--- config.mk ---
export PLATFORM = sky130hd
export DESIGN_NAME = uart_dma_bridge
export DESIGN_NICKNAME = d
export VERILOG_FILES = /design/src/rtl/uart_dma_pkg.sv /design/src/rtl/uart_dma_chan_hs.sv /design/src/rtl/uart_dma_irq_stat.sv /design/src/rtl/uart_dma_mode_ctl.sv /design/src/rtl/uart_dma_bridge.sv
export SDC_FILE = /design/constraint.sdc
export NUM_CORES = 1
export LEC_CHECK = 0
export BUFFER_PORTS_ARGS = -buffer_cell sky130_fd_sc_hd__buf_2
export CORE_MARGIN = 3
export CORE_UTILIZATION = 33
export DETAILED_ROUTE_END_ITERATION = 12
export PLACE_DENSITY = 0.84
export SYNTH_ARGS = -nofsm -noshare
export SYNTH_HDL_FRONTEND = slang
export SYNTH_SLANG_ARGS = --single-unit
--- constraint.sdc ---
create_clock -name clk -period 2.4 [get_ports clk]
set_clock_uncertainty 0.15 [all_clocks]
set_input_delay 0.36 -clock clk [delete_from_list [all_inputs] [get_ports clk]]
set_output_delay 0.36 -clock clk [all_outputs]
set_load 0.005 [all_outputs]
--- src/rtl/uart_dma_pkg.sv ---
`timescale 1ns/1ps
// Package: shared constants and types for the UART DMA handshake unit.
// Assumes: the status vector layout below is fixed and decoded by software.
package uart_dma_pkg;
    localparam int IRQ_W       = 3;
    localparam int IRQ_RX_DONE = 0;
    localparam int IRQ_RX_ERR  = 1;
    localparam int IRQ_TX_DONE = 2;
    localparam int N_CHAN      = 2;
    localparam int CH_RX       = 0;
    localparam int CH_TX       = 1;

    typedef enum logic {
        MODE_CPU = 1'b0,
        MODE_DMA = 1'b1
    } xfer_mode_e;
endpackage

--- src/rtl/uart_dma_chan_hs.sv ---
`timescale 1ns/1ps
// Module: one-character request/acknowledge handshake for a DMA channel.
// Raises a registered request while enabled and the UART side is ready.
// The acknowledge is honoured only against a high request, and the request
// drops in the cycle after an honoured acknowledge.
// Assumes: the UART side drops 'ready' at the edge that consumes 'fire'.
module uart_dma_chan_hs (
    input  logic clk,
    input  logic rst_n,
    input  logic en,
    input  logic ready,
    input  logic ack,
    output logic req,
    output logic fire
);
    logic req_q;

    // Strobe: acknowledge met a live request.
    assign fire = req_q & ack;
    assign req  = req_q;

    // Request register: set while ready, dropped after an honoured acknowledge.
    always_ff @(posedge clk) begin
        if (!rst_n) req_q <= 1'b0;
        else        req_q <= en & ready & ~fire;
    end
endmodule

--- src/rtl/uart_dma_irq_stat.sv ---
`timescale 1ns/1ps
// Module: latched interrupt status with write-one-to-clear.
// An event in the same cycle as a clear of the same bit leaves it set.
// Assumes: 'set' bits are single-cycle event pulses.
module uart_dma_irq_stat #(
    parameter int W = 3
) (
    input  logic         clk,
    input  logic         rst_n,
    input  logic [W-1:0] set,
    input  logic         clr_wr,
    input  logic [W-1:0] clr_mask,
    output logic [W-1:0] status
);
    logic [W-1:0] status_q;
    logic [W-1:0] clr_eff;

    // Clear mask only counts on a write cycle.
    assign clr_eff = clr_wr ? clr_mask : '0;
    assign status  = status_q;

    // Status register: clear first, then events win.
    always_ff @(posedge clk) begin
        if (!rst_n) status_q <= '0;
        else        status_q <= (status_q & ~clr_eff) | set;
    end
endmodule

--- src/rtl/uart_dma_mode_ctl.sv ---
`timescale 1ns/1ps
// Module: mode switch guard and transmit in-flight counter.
// Counts DMA-loaded characters up on each load and down on each rising
// edge of the shift-register-empty flag, saturating at both ends.
// Applies a requested mode change only when the transmitter is drained.
// Assumes: tsr_empty rises once for each character shifted out.
module uart_dma_mode_ctl #(
    parameter int BUF_W = 2
) (
    input  logic             clk,
    input  logic             rst_n,
    input  logic             mode_req,
    input  logic             thr_empty,
    input  logic             tsr_empty,
    input  logic             load,
    output logic             dma_mode,
    output logic             busy,
    output logic [BUF_W-1:0] buf_cnt
);
    import uart_dma_pkg::*;

    localparam logic [BUF_W-1:0] BUF_MAX = {BUF_W{1'b1}};

    xfer_mode_e       mode_q;
    logic [BUF_W-1:0] cnt_q;
    logic             tsr_prev_q;
    logic             inc, dec, drained;

    assign inc     = load & (cnt_q != BUF_MAX);
    assign dec     = tsr_empty & ~tsr_prev_q & (cnt_q != '0);
    assign drained = thr_empty & tsr_empty & (cnt_q == '0);

    assign dma_mode = (mode_q == MODE_DMA);
    assign busy     = mode_req ^ dma_mode;
    assign buf_cnt  = cnt_q;

    // Edge detector for the shift register empty flag.
    always_ff @(posedge clk) begin
        if (!rst_n) tsr_prev_q <= 1'b1;
        else        tsr_prev_q <= tsr_empty;
    end

    // In-flight counter: up on load, down on shift completion.
    always_ff @(posedge clk) begin
        if (!rst_n) cnt_q <= '0;
        else begin
            unique case ({inc, dec})
                2'b10:   cnt_q <= cnt_q + 1'b1;
                2'b01:   cnt_q <= cnt_q - 1'b1;
                default: cnt_q <= cnt_q;
            endcase
        end
    end

    // Mode register: follows the request only when drained.
    always_ff @(posedge clk) begin
        if (!rst_n)                mode_q <= MODE_CPU;
        else if (busy && drained)  mode_q <= mode_req ? MODE_DMA : MODE_CPU;
    end
endmodule

--- src/rtl/uart_dma_bridge.sv ---
`timescale 1ns/1ps
// Module: UART DMA handshake and interrupt unit (top).
// Connects a UART core's holding registers to receive and transmit DMA
// channels, one character per handshake. It keeps latched W1C interrupt
// status per channel and guards mode changes on a drained transmitter.
// Assumes: the UART core updates thr_empty / rx_valid at the edge of a
// load / take strobe; done and error inputs are single-cycle pulses.
module uart_dma_bridge #(
    parameter int DATA_W = 8,
    parameter int ERR_W  = 4,
    parameter int BUF_W  = 2
) (
    input  logic                           clk,
    input  logic                           rst_n,
    input  logic                           mode_req,
    input  logic                           rx_err_irq_en,
    output logic                           dma_mode,
    output logic                           mode_busy,
    output logic [BUF_W-1:0]               tx_buf_status,
    input  logic                           thr_empty,
    input  logic                           tsr_empty,
    output logic                           thr_load,
    output logic [DATA_W-1:0]              thr_data,
    input  logic                           rx_valid,
    input  logic [DATA_W-1:0]              rx_data,
    input  logic [ERR_W-1:0]               rx_err,
    output logic                           rx_take,
    output logic                           tx_dma_req,
    input  logic                           tx_dma_ack,
    input  logic [DATA_W-1:0]              tx_dma_data,
    input  logic                           tx_dma_done,
    output logic                           rx_dma_req,
    input  logic                           rx_dma_ack,
    output logic [DATA_W-1:0]              rx_dma_data,
    input  logic                           rx_dma_done,
    input  logic                           irq_clr_wr,
    input  logic [uart_dma_pkg::IRQ_W-1:0] irq_clr_data,
    output logic [uart_dma_pkg::IRQ_W-1:0] irq_status,
    output logic                           tx_irq,
    output logic                           rx_irq
);
    import uart_dma_pkg::*;

    logic [N_CHAN-1:0] ch_ready, ch_ack, ch_req, ch_fire;
    logic [IRQ_W-1:0]  irq_set;

    assign ch_ready[CH_RX] = rx_valid;
    assign ch_ready[CH_TX] = thr_empty;
    assign ch_ack[CH_RX]   = rx_dma_ack;
    assign ch_ack[CH_TX]   = tx_dma_ack;

    // One handshake engine per direction.
    for (genvar c = 0; c < N_CHAN; c++) begin : g_chan
        uart_dma_chan_hs hs_i (
            .clk   (clk),
            .rst_n (rst_n),
            .en    (dma_mode),
            .ready (ch_ready[c]),
            .ack   (ch_ack[c]),
            .req   (ch_req[c]),
            .fire  (ch_fire[c])
        );
    end

    assign rx_dma_req  = ch_req[CH_RX];
    assign tx_dma_req  = ch_req[CH_TX];
    assign rx_take     = ch_fire[CH_RX];
    assign thr_load    = ch_fire[CH_TX];
    assign thr_data    = tx_dma_data;
    assign rx_dma_data = rx_data;

    // Interrupt events: errors fold in only when enabled.
    assign irq_set[IRQ_RX_DONE] = rx_dma_done;
    assign irq_set[IRQ_RX_ERR]  = rx_err_irq_en & (|rx_err);
    assign irq_set[IRQ_TX_DONE] = tx_dma_done;

    uart_dma_irq_stat #(.W(IRQ_W)) stat_i (
        .clk      (clk),
        .rst_n    (rst_n),
        .set      (irq_set),
        .clr_wr   (irq_clr_wr),
        .clr_mask (irq_clr_data),
        .status   (irq_status)
    );

    assign tx_irq = irq_status[IRQ_TX_DONE];
    assign rx_irq = irq_status[IRQ_RX_DONE] | irq_status[IRQ_RX_ERR];

    uart_dma_mode_ctl #(.BUF_W(BUF_W)) mode_i (
        .clk       (clk),
        .rst_n     (rst_n),
        .mode_req  (mode_req),
        .thr_empty (thr_empty),
        .tsr_empty (tsr_empty),
        .load      (thr_load),
        .dma_mode  (dma_mode),
        .busy      (mode_busy),
        .buf_cnt   (tx_buf_status)
    );
endmodule

==> results of run 1 <==
## worst max-delay path, delay by kind of cell (launching register included)
| kind | cells | cell delay [ns] |
|---|---|---|
| simple gates | 3 | 0.66 |
| flops | 1 | 0.45 |
| fa+ha+maj | 1 | 0.29 |
| compound gates | 1 | 0.15 |
## per-stage QoR
stage | setup WS (ns) | hold WS (ns) | power [uW] | util [%]
finish | 0.640 | 0.191 | 312 | 42.3
global placement | 0.765 | 0.321 | 203 | 40.4
detailed placement | 0.643 | 0.333 | 204 | 40.4
floorplan | 0.771 | 0.283 | 199 | -
global route | 0.501 | 0.187 | 332 | 42.3
CTS | 0.609 | 0.181 | 319 | 42.3
## registers in the layout (all words and copies together) (netlist names)
signal and flops:
mode_i.dma_mode 1, mode_i.tsr_prev_q 1, g_chan.hs_i.req 2, mode_i.buf_cnt 2
stat_i.status 3
## power by group through the flow
stage | clock (uW) | combinational (uW) | sequential [uW]
5_1_grt | 125 | 46.3 | 161
2_1_floorplan | 0 | 36.0 | 163
4_1_cts | 118 | 41.6 | 160
3_5_place_dp | 0 | 41.3 | 163
3_3_place_gp | 0 | 40.6 | 163
6_report | 111 | 40.9 | 160
## routing by layer
| metal | share of wire, % | global-route usage (%) | routed length, um | vias up |
|---|---|---|---|---|
| li1 | - | - | - | 219 |
| met1 | 37 | 9.09 | 385 | 184 |
| met2 | 45 | 17.3 | 467 | 33 |
| met3 | 15 | 6.72 | 160 | 4 |
| met4 | 2.4 | 5.26 | 25 | 0 |
| met5 | 0 | 0 | 0 | - |
## final cells by class
class                   count  area (um^2)
fillers                   150          798
repair buffers             31          155
flip-flops and latches      9          180
multi-input cells          34          204
clock buffers               4         26.3
well taps                  15         18.8
## cells by family after synthesis
group                    share of synthesized area (%)
AND/OR/NAND/NOR                                   21.8
buffers and inverters                             24.9
flip-flops                                        35.2
AO/OA/AOI/OAI                                     10.5
XOR/XNOR                                          5.14
adder cells (fa/ha/maj)                           2.44
## cells in the final DEF (no fill, tap or decap), drive strengths merged
| master | count |
|---|---|
| a21boi | 3 |
| a21oi | 2 |
| and2 | 3 |
| buf | 31 |
| clkbuf | 4 |
| dfxtp | 9 |
| ha | 1 |
| nand2 | 7 |
| nand2b | 1 |
| nand3 | 2 |
| nand4 | 1 |
| nor2 | 3 |
| nor2b | 2 |
| nor3b | 1 |
| o21ai | 1 |
| o31ai | 1 |
| o41ai | 1 |
| or2 | 1 |
| or3 | 1 |
| xnor2 | 2 |
| xor2 | 1 |
## worst max-delay path by stage
| stage | endpoint | startpoint |
|---|---|---|
| after floorplan | mode_i.buf_cnt[1] | mode_i.buf_cnt[0] |
| after global placement | mode_i.buf_cnt[1] | tx_dma_ack |
| after detailed placement | mode_i.buf_cnt[1] | mode_i.buf_cnt[0] |
| after CTS | mode_i.buf_cnt[1] | mode_i.buf_cnt[0] |
| after global routing | mode_i.buf_cnt[1] | mode_i.buf_cnt[0] |
| final | mode_i.buf_cnt[1] | mode_i.buf_cnt[0] |
==> results_dict.tcl, run 1 <==
set metrics [dict create \
    synth_area_um2 512 \
    io_pins 64 \
    die-area_mm2 0.00206 \
    post_cts_buffers 0 \
    drive_gt1_share_pct 44.9 \
    max_slew.worst_pin.slew_ns 0.243 \
    crit_path_start_kind "register" \
    diodes 0 \
    cts_made_buffers 3 \
    hp-class "in -> reg" \
    first_pass_iters 2 \
    cp_data_required_time_ns 2.43 \
    worstPathCellList "nor2_1 -> nor3b_1 -> ha_1 -> or3_1 -> a21boi_1" \
    fin_crit_ns 1.76 \
    post_dp_cell_area_um2 558 \
    whs_path_depth 3 \
    rows 13 \
    period_share_pct 73.3 \
    ir_drop_mv 0.321 \
    final_net_count 115 \
    cts.sinks 9 \
    vias 440 \
    seq_area_frac_synth_pct 35.2 \
    synth.top_cell.area_share_pct 35.2 \
    intPower_uw 244 \
    p_leak_uw 0.000297 \
    initial_utilization_pct 37.0 \
    grt_overflow_total 0 \
    wirelength_um 1040 \
    whs_endpoint "stat_i.status[2]" \
    cts_buffer_depth 2 \
    worstHoldStart "tx_dma_done" \
    setup_viol 0 \
    die_w_um 45.4 \
    critPathMaxFanout 6 \
    rrSetupSlack_ns 0.64 \
    grt_pass1_vias 382 \
    slew_viol_final 0 \
    die_y_um 45.4 \
    cts_root_buf "clkbuf_4" \
    seqPwrFrac_pct 51.2 \
    rsz0062_at_grt "no" \
    coreArea_mm2 0.00138 \
    pwr-share-comb_pct 13.1 \
    cts_hold_buf 0 \
    cp_slowest_stage_delay_ns 0.45 \
    syn_area_per_cell_um2 8.53 \
    hpwl_um 828 \
    antenna_left 0 \
    p_clk_share_pct 35.7 \
    r2r.worst_path.cells 5 \
    grtUsageTotal_pct 10.2 \
    stdcell_area_um2 584 \
    synth_commonest_cells "buf_4, dfxtp_1, nand2_1" \
    cts_tree "yes" \
    wl_per_cell_um 11.2 \
    grt_pass1_wl_um 1490 \
    crit_slowest_cell "dfxtp_1" \
    synth-seq-cells 9 \
    switching_share_pct 21.8 \
    viasPerCell 4.73 \
    gp_congestion 0.692 \
    final_cells 93 \
    drt_iter0_markers 5 \
    switching_power_uw 68.1 \
    yosys-top-cells-area "dfxtp_1, buf_4, nand2_1" \
    synth_most_common_cell "buf_4" \
    area_growth_pct 14.2 \
    tns_ns 0 \
    synthesis.nets 96 \
    yosys.area.top_type "dfxtp_1" \
    yosysUniqueCellTypes 21 \
    power_density_mw_per_mm2 534 \
    synth_flop_cell "dfxtp_1" \
    hold_violations 0 \
    crit_arrival_ns 1.79 \
    place_inst 89 \
    clkSlewWorstSetupHoldPaths_ns 0.06 \
    synthCells 60 \
    slew_headroom_pct 83.6 \
    endpoint_kind "register" \
    cap_violations 0 \
    yosys_warnings 0 \
    synth_edf_count 0 \
    regToRegStartpoint "mode_i.buf_cnt[0]" \
    antenna_found_initial 0 \
    drc 0 \
    clock_latency_ns 0.25 \
    portBuffers 31 \
    critPathKind "reg -> reg" \
    fmax_ghz 0.568 \
    htreeDepth 1 \
    grt_start_max_net_pins 10 \
    cts_resized 0 \
    r2r-end "mode_i.buf_cnt[1]" \
    synth_async_sr_flop_share_pct 0 \
    status "completed" \
]
(Power assumes the default switching activity.)
==> run 2, diff against run 1 <==
--- a/config.mk
+++ b/config.mk
@@ -7,9 +7,9 @@
 export LEC_CHECK = 0
 export BUFFER_PORTS_ARGS = -buffer_cell sky130_fd_sc_hd__buf_2
 export CORE_MARGIN = 3
-export CORE_UTILIZATION = 33
+export CORE_UTILIZATION = 31
 export DETAILED_ROUTE_END_ITERATION = 12
-export PLACE_DENSITY = 0.84
+export PLACE_DENSITY = 0.8
 export SYNTH_ARGS = -nofsm -noshare
 export SYNTH_HDL_FRONTEND = slang
 export SYNTH_SLANG_ARGS = --single-unit
==> constraint.sdc (replaced) <==
create_clock -name clk -period 1.7 [get_ports clk]
set_clock_uncertainty 0.15 [all_clocks]
set_input_delay 0.255 -clock clk [delete_from_list [all_inputs] [get_ports clk]]
set_output_delay 0.255 -clock clk [all_outputs]
set_load 0.005 [all_outputs]
==> results_dict.tcl, run 2 (synthesis results as in run 1) <==
set metrics [dict create \
    setup_viol 0 \
    n_fill_cell 167 \
    cts_made_buffers 3 \
    grtUsageTotal_pct 8.61 \
    gp_congestion 0.716 \
    vias 442 \
    final_util_pct 39.8 \
    r2r.worst_path.cells 5 \
    period_share_pct 98.0 \
    cap_violations 0 \
    area_growth_pct 18.6 \
    post_cts_buffers 0 \
    drc 0 \
    portBuffers 31 \
    rrSetupSlack_ns 0.03 \
    switching_share_pct 22.0 \
    coreArea_mm2 0.00152 \
    slew_headroom_pct 83.3 \
    max_slew.worst_pin.slew_ns 0.248 \
    fin_crit_ns 1.67 \
    cts_hold_buf 0 \
    cp_data_required_time_ns 1.73 \
    grt_pass1_wl_um 1310 \
    largest_register_ff_count 3 \
    first_pass_iters 4 \
    final_common_cell "buf_2" \
    whs_path_depth 3 \
    tns_ns 0 \
    critPathMaxFanout 4 \
    rows 14 \
    layout_common_cells "buf_2, dfxtp_1, nand2_1" \
    crit_path_start_kind "register" \
    crit_arrival_ns 1.70 \
    pwr-share-comb_pct 13.2 \
    multi_input_area_um2 209 \
    ir_drop_mv 0.381 \
    hp-class "in -> reg" \
    switching_power_uw 97.4 \
    critPathKind "reg -> reg" \
    antenna_found_initial 0 \
    cts_tree "yes" \
    seq_area_um2 181 \
    hpwl_um 819 \
    fmax_ghz 0.600 \
    cts_root_buf "clkbuf_4" \
    initial_utilization_pct 33.6 \
    cts.sinks 9 \
    seqPwrFrac_pct 51.0 \
    grt_start_max_net_pins 10 \
    viasPerCell 4.60 \
    die_w_um 46.6 \
    p_leak_uw 0.000309 \
    die_y_um 46.6 \
    wirelength_um 1020 \
    hold_violations 0 \
    die-area_mm2 0.00217 \
    antenna_left 0 \
    wl_per_cell_um 10.6 \
    slew_viol_final 0 \
    grt_overflow_total 0 \
    worstHoldStart "rx_dma_done" \
    whs_endpoint "stat_i.status[0]" \
    clock_latency_ns 0.25 \
    regToRegStartpoint "mode_i.buf_cnt[1]" \
    final_net_count 117 \
    diodes 0 \
    status "completed" \
    clkSlewWorstSetupHoldPaths_ns 0.06 \
    endpoint_kind "register" \
    power_density_mw_per_mm2 729 \
    htreeDepth 1 \
    grt_pass1_vias 342 \
    drive_gt1_share_pct 48.8 \
    r2r-end "mode_i.buf_cnt[1]" \
    intPower_uw 345 \
    p_clk_share_pct 35.8 \
    cts_buffer_depth 2 \
    drt_iter0_markers 4 \
    io_pins 64 \
]
[run 2: through the flow]
step                hold WS (ns)  std cells  worst slack [ns]  power (uW)  instance area (um^2)
floorplan                  0.178         60            0.0710         281                   512
global placement           0.316         92             0.117         287                   574
detailed placement         0.329         92           -0.0189         289                   574
CTS                       0.0685         96           0.00627         455                   602
global route              0.0861         96           -0.0348         472                   607
finish                    0.0803         96            0.0335         442                   607
[run 2: layout make-up]
cell class	instances	area share, %
Multi-Input combinational cell	34	34.4
Clock buffer	4	4.33
Tap cell	16	3.30
Sequential cell	9	29.9
Timing Repair Buffer	33	28.0
[run 2: layer usage]
layer	vias to the layer above	track usage, %	share of wire (%)
met5	-	0	0
met4	0	1.10	0
met3	0	6.25	14
met2	21	15.4	53
met1	200	8.14	34
li1	221	-	-
[run 2: worst max-delay path by stage]
stage,start,endpoint,slack [ns],cells past startpoint
floorplan,mode_i.buf_cnt[0],mode_i.buf_cnt[1],0.07,5
finish,mode_i.buf_cnt[1],mode_i.buf_cnt[1],0.03,5
global placement,mode_i.buf_cnt[0],mode_i.buf_cnt[1],0.12,5
global route,mode_i.buf_cnt[1],mode_i.buf_cnt[1],-0.03,5
detailed placement,mode_i.buf_cnt[0],mode_i.buf_cnt[1],-0.02,5
CTS,mode_i.buf_cnt[1],mode_i.buf_cnt[1],0.006,5
[run 2: power by group through the flow]
stage | sequential [uW] | clock, uW | combinational [uW]
after floorplan | 231 | 0 | 50.9
after global placement | 230 | 0 | 57.7
after detailed placement | 230 | 0 | 59.2
after CTS | 225 | 170 | 59.2
after global routing | 227 | 178 | 66.4
final | 226 | 158 | 58.2
[run 2: repair_timing]
item / in CTS / in global routing
gates resized for setup: 1 / 1
hold endpoints to repair: 0 / 0
endpoints found under the setup margin: 1 / 1
[run 2: critical path: stages, from the launching register on]
cell	delay [ns]
dfxtp_1	0.34
nor2_1	0.19
nor3b_2	0.07
ha_1	0.33
or3_1	0.36
a21boi_1	0.15
==> run 3, diff against run 2 <==
--- a/config.mk
+++ b/config.mk
@@ -10,6 +10,7 @@
 export CORE_UTILIZATION = 31
 export DETAILED_ROUTE_END_ITERATION = 12
 export PLACE_DENSITY = 0.8
+export SETUP_SLACK_MARGIN = 0.4
 export SYNTH_ARGS = -nofsm -noshare
 export SYNTH_HDL_FRONTEND = slang
 export SYNTH_SLANG_ARGS = --single-unit
==> results_dict.tcl, run 3 (synthesis results as in run 1) <==
set metrics [dict create \
    die-area_mm2 0.00217 \
    portBuffers 31 \
    die_w_um 46.6 \
    rsz0062_at_grt "yes" \
    total_power_uw 460 \
    final_cells 101 \
    cap_violations 0 \
    drt_iter0_markers 6 \
    cts.sinks 9 \
    power_density_mw_per_mm2 674 \
    first_pass_iters 4 \
    ir_drop_mv 0.372 \
    hold_violations 0 \
    largest_register_ff_count 3 \
    max_slew.worst_pin.slew_ns 0.243 \
    clock_latency_ns 0.26 \
    status "completed" \
    place_inst 90 \
    clkSlewWorstSetupHoldPaths_ns 0.06 \
    drc 0 \
    grt_pass1_vias 441 \
    io_pins 64 \
    cts_made_buffers 3 \
    viasPerCell 4.55 \
    drive_gt1_share_pct 61.2 \
    grt_pass1_wl_um 1700 \
    slew_headroom_pct 83.6 \
    whs_path_depth 2 \
    antenna_found_initial 0 \
    stdcell_area_um2 683 \
    grt_start_max_net_pins 10 \
    cp_slowest_stage_delay_ns 0.38 \
    cts_tree "yes" \
    vias 460 \
    cts_buffer_depth 2 \
    wirelength_um 1160 \
    worstPathCellList "nor2_4 -> nor3b_2 -> ha_1 -> or3_1 -> a21boi_1" \
    intPower_uw 354 \
    critPathMaxFanout 4 \
    antenna_left 0 \
    slew_viol_final 0 \
    post_dp_cell_area_um2 583 \
    p_clk_share_pct 35.6 \
    cts_root_buf "clkbuf_4" \
    hp-class "in -> reg" \
    whs_ns 0.0668 \
    p_leak_uw 0.000346 \
    cp_data_required_time_ns 1.74 \
    endpoint_kind "register" \
    switching_share_pct 23.1 \
    grt_overflow_total 0 \
    wl_per_cell_um 11.5 \
    die_y_um 46.6 \
    r2r.worst_path.cells 5 \
    setup_viol 0 \
    final_common_cell "buf_2" \
    hpwl_um 851 \
    initial_utilization_pct 33.6 \
    area_growth_pct 33.5 \
    layout_common_cells "buf_2, nand2_1, buf_4" \
    crit_arrival_ns 1.61 \
    seqPwrFrac_pct 48.4 \
    gp_congestion 0.615 \
    period_share_pct 92.2 \
    crit_slowest_cell "or3_1" \
    fin_crit_ns 1.57 \
    switching_power_uw 106 \
    critPathKind "reg -> reg" \
    pwr-share-comb_pct 15.9 \
    grtUsageTotal_pct 12.2 \
    coreArea_mm2 0.00152 \
    rows 14 \
    fmax_ghz 0.638 \
    diodes 0 \
    htreeDepth 1 \
    final_net_count 122 \
    crit_path_start_kind "register" \
    tns_ns 0 \
]
-- run 3: changes by cell type in the layout (fill, tap and decap cells not counted), sizes merged --
| cell | previous run | this run |
|---|---|---|
| buf | 33 | 38 |
-- run 3: final cells by class --
| cell class | count | area [um^2] |
|---|---|---|
| fillers | 162 | 841 |
| multi-input cells | 34 | 224 |
| repair buffers | 38 | 220 |
| flip-flops and latches | 9 | 193 |
| clock buffers | 4 | 26.3 |
| well taps | 16 | 20.0 |
-- run 3: metal layers --
metal	global-route usage [%]	vias to the layer above	routed length [um]
met5	0	-	0
met2	20.3	28	552
li1	-	233	-
met4	7.18	0	21
met3	9.38	4	186
met1	10.0	195	396
-- run 3: what timing repair did --
| item | 4_1_cts | 5_1_grt |
|---|---|---|
| hold buffers | 0 | 0 |
| buffers inserted | 7 | 0 |
| gates resized for setup | 5 | 2 |
| pin swaps | 3 | 1 |
| setup endpoints to repair | 4 | 7 |
-- run 3: final timing paths --
kind | slack (ns) | from | to
worst min-delay path | 0.07 | tsr_empty | mode_i.tsr_prev_q
worst max-delay path | 0.13 | mode_i.buf_cnt[1] | mode_i.buf_cnt[1]
worst min register to register | 0.37 | stat_i.status[2] | stat_i.status[2]
worst max register to register | 0.13 | mode_i.buf_cnt[1] | mode_i.buf_cnt[1]
-- run 3: power groups by stage --
stage          clock network [uW]  registers [uW]  logic (uW)
6_report                      164             223        73.3
3_3_place_gp                    0             227        57.8
4_1_cts                       173             223        72.7
5_1_grt                       187             224        81.7
3_5_place_dp                    0             228        59.1
2_1_floorplan                   0             228        51.3
-- run 3: critical path, delay by kind of cell (launching register included) --
family / cells / cell delay [ns]
adder cells (fa/ha/maj): 1 / 0.26
AO/OA/AOI/OAI: 1 / 0.13
AND/OR/NAND/NOR: 3 / 0.57
flip-flops: 1 / 0.37
-- run 3: through the flow --
step	setup WS (ns)	util, %
after floorplan	0.180	-
after CTS	0.180	44.3
after global placement	0.168	38.3
after global routing	0.0856	44.8
final	0.133	44.8
after detailed placement	0.125	38.3
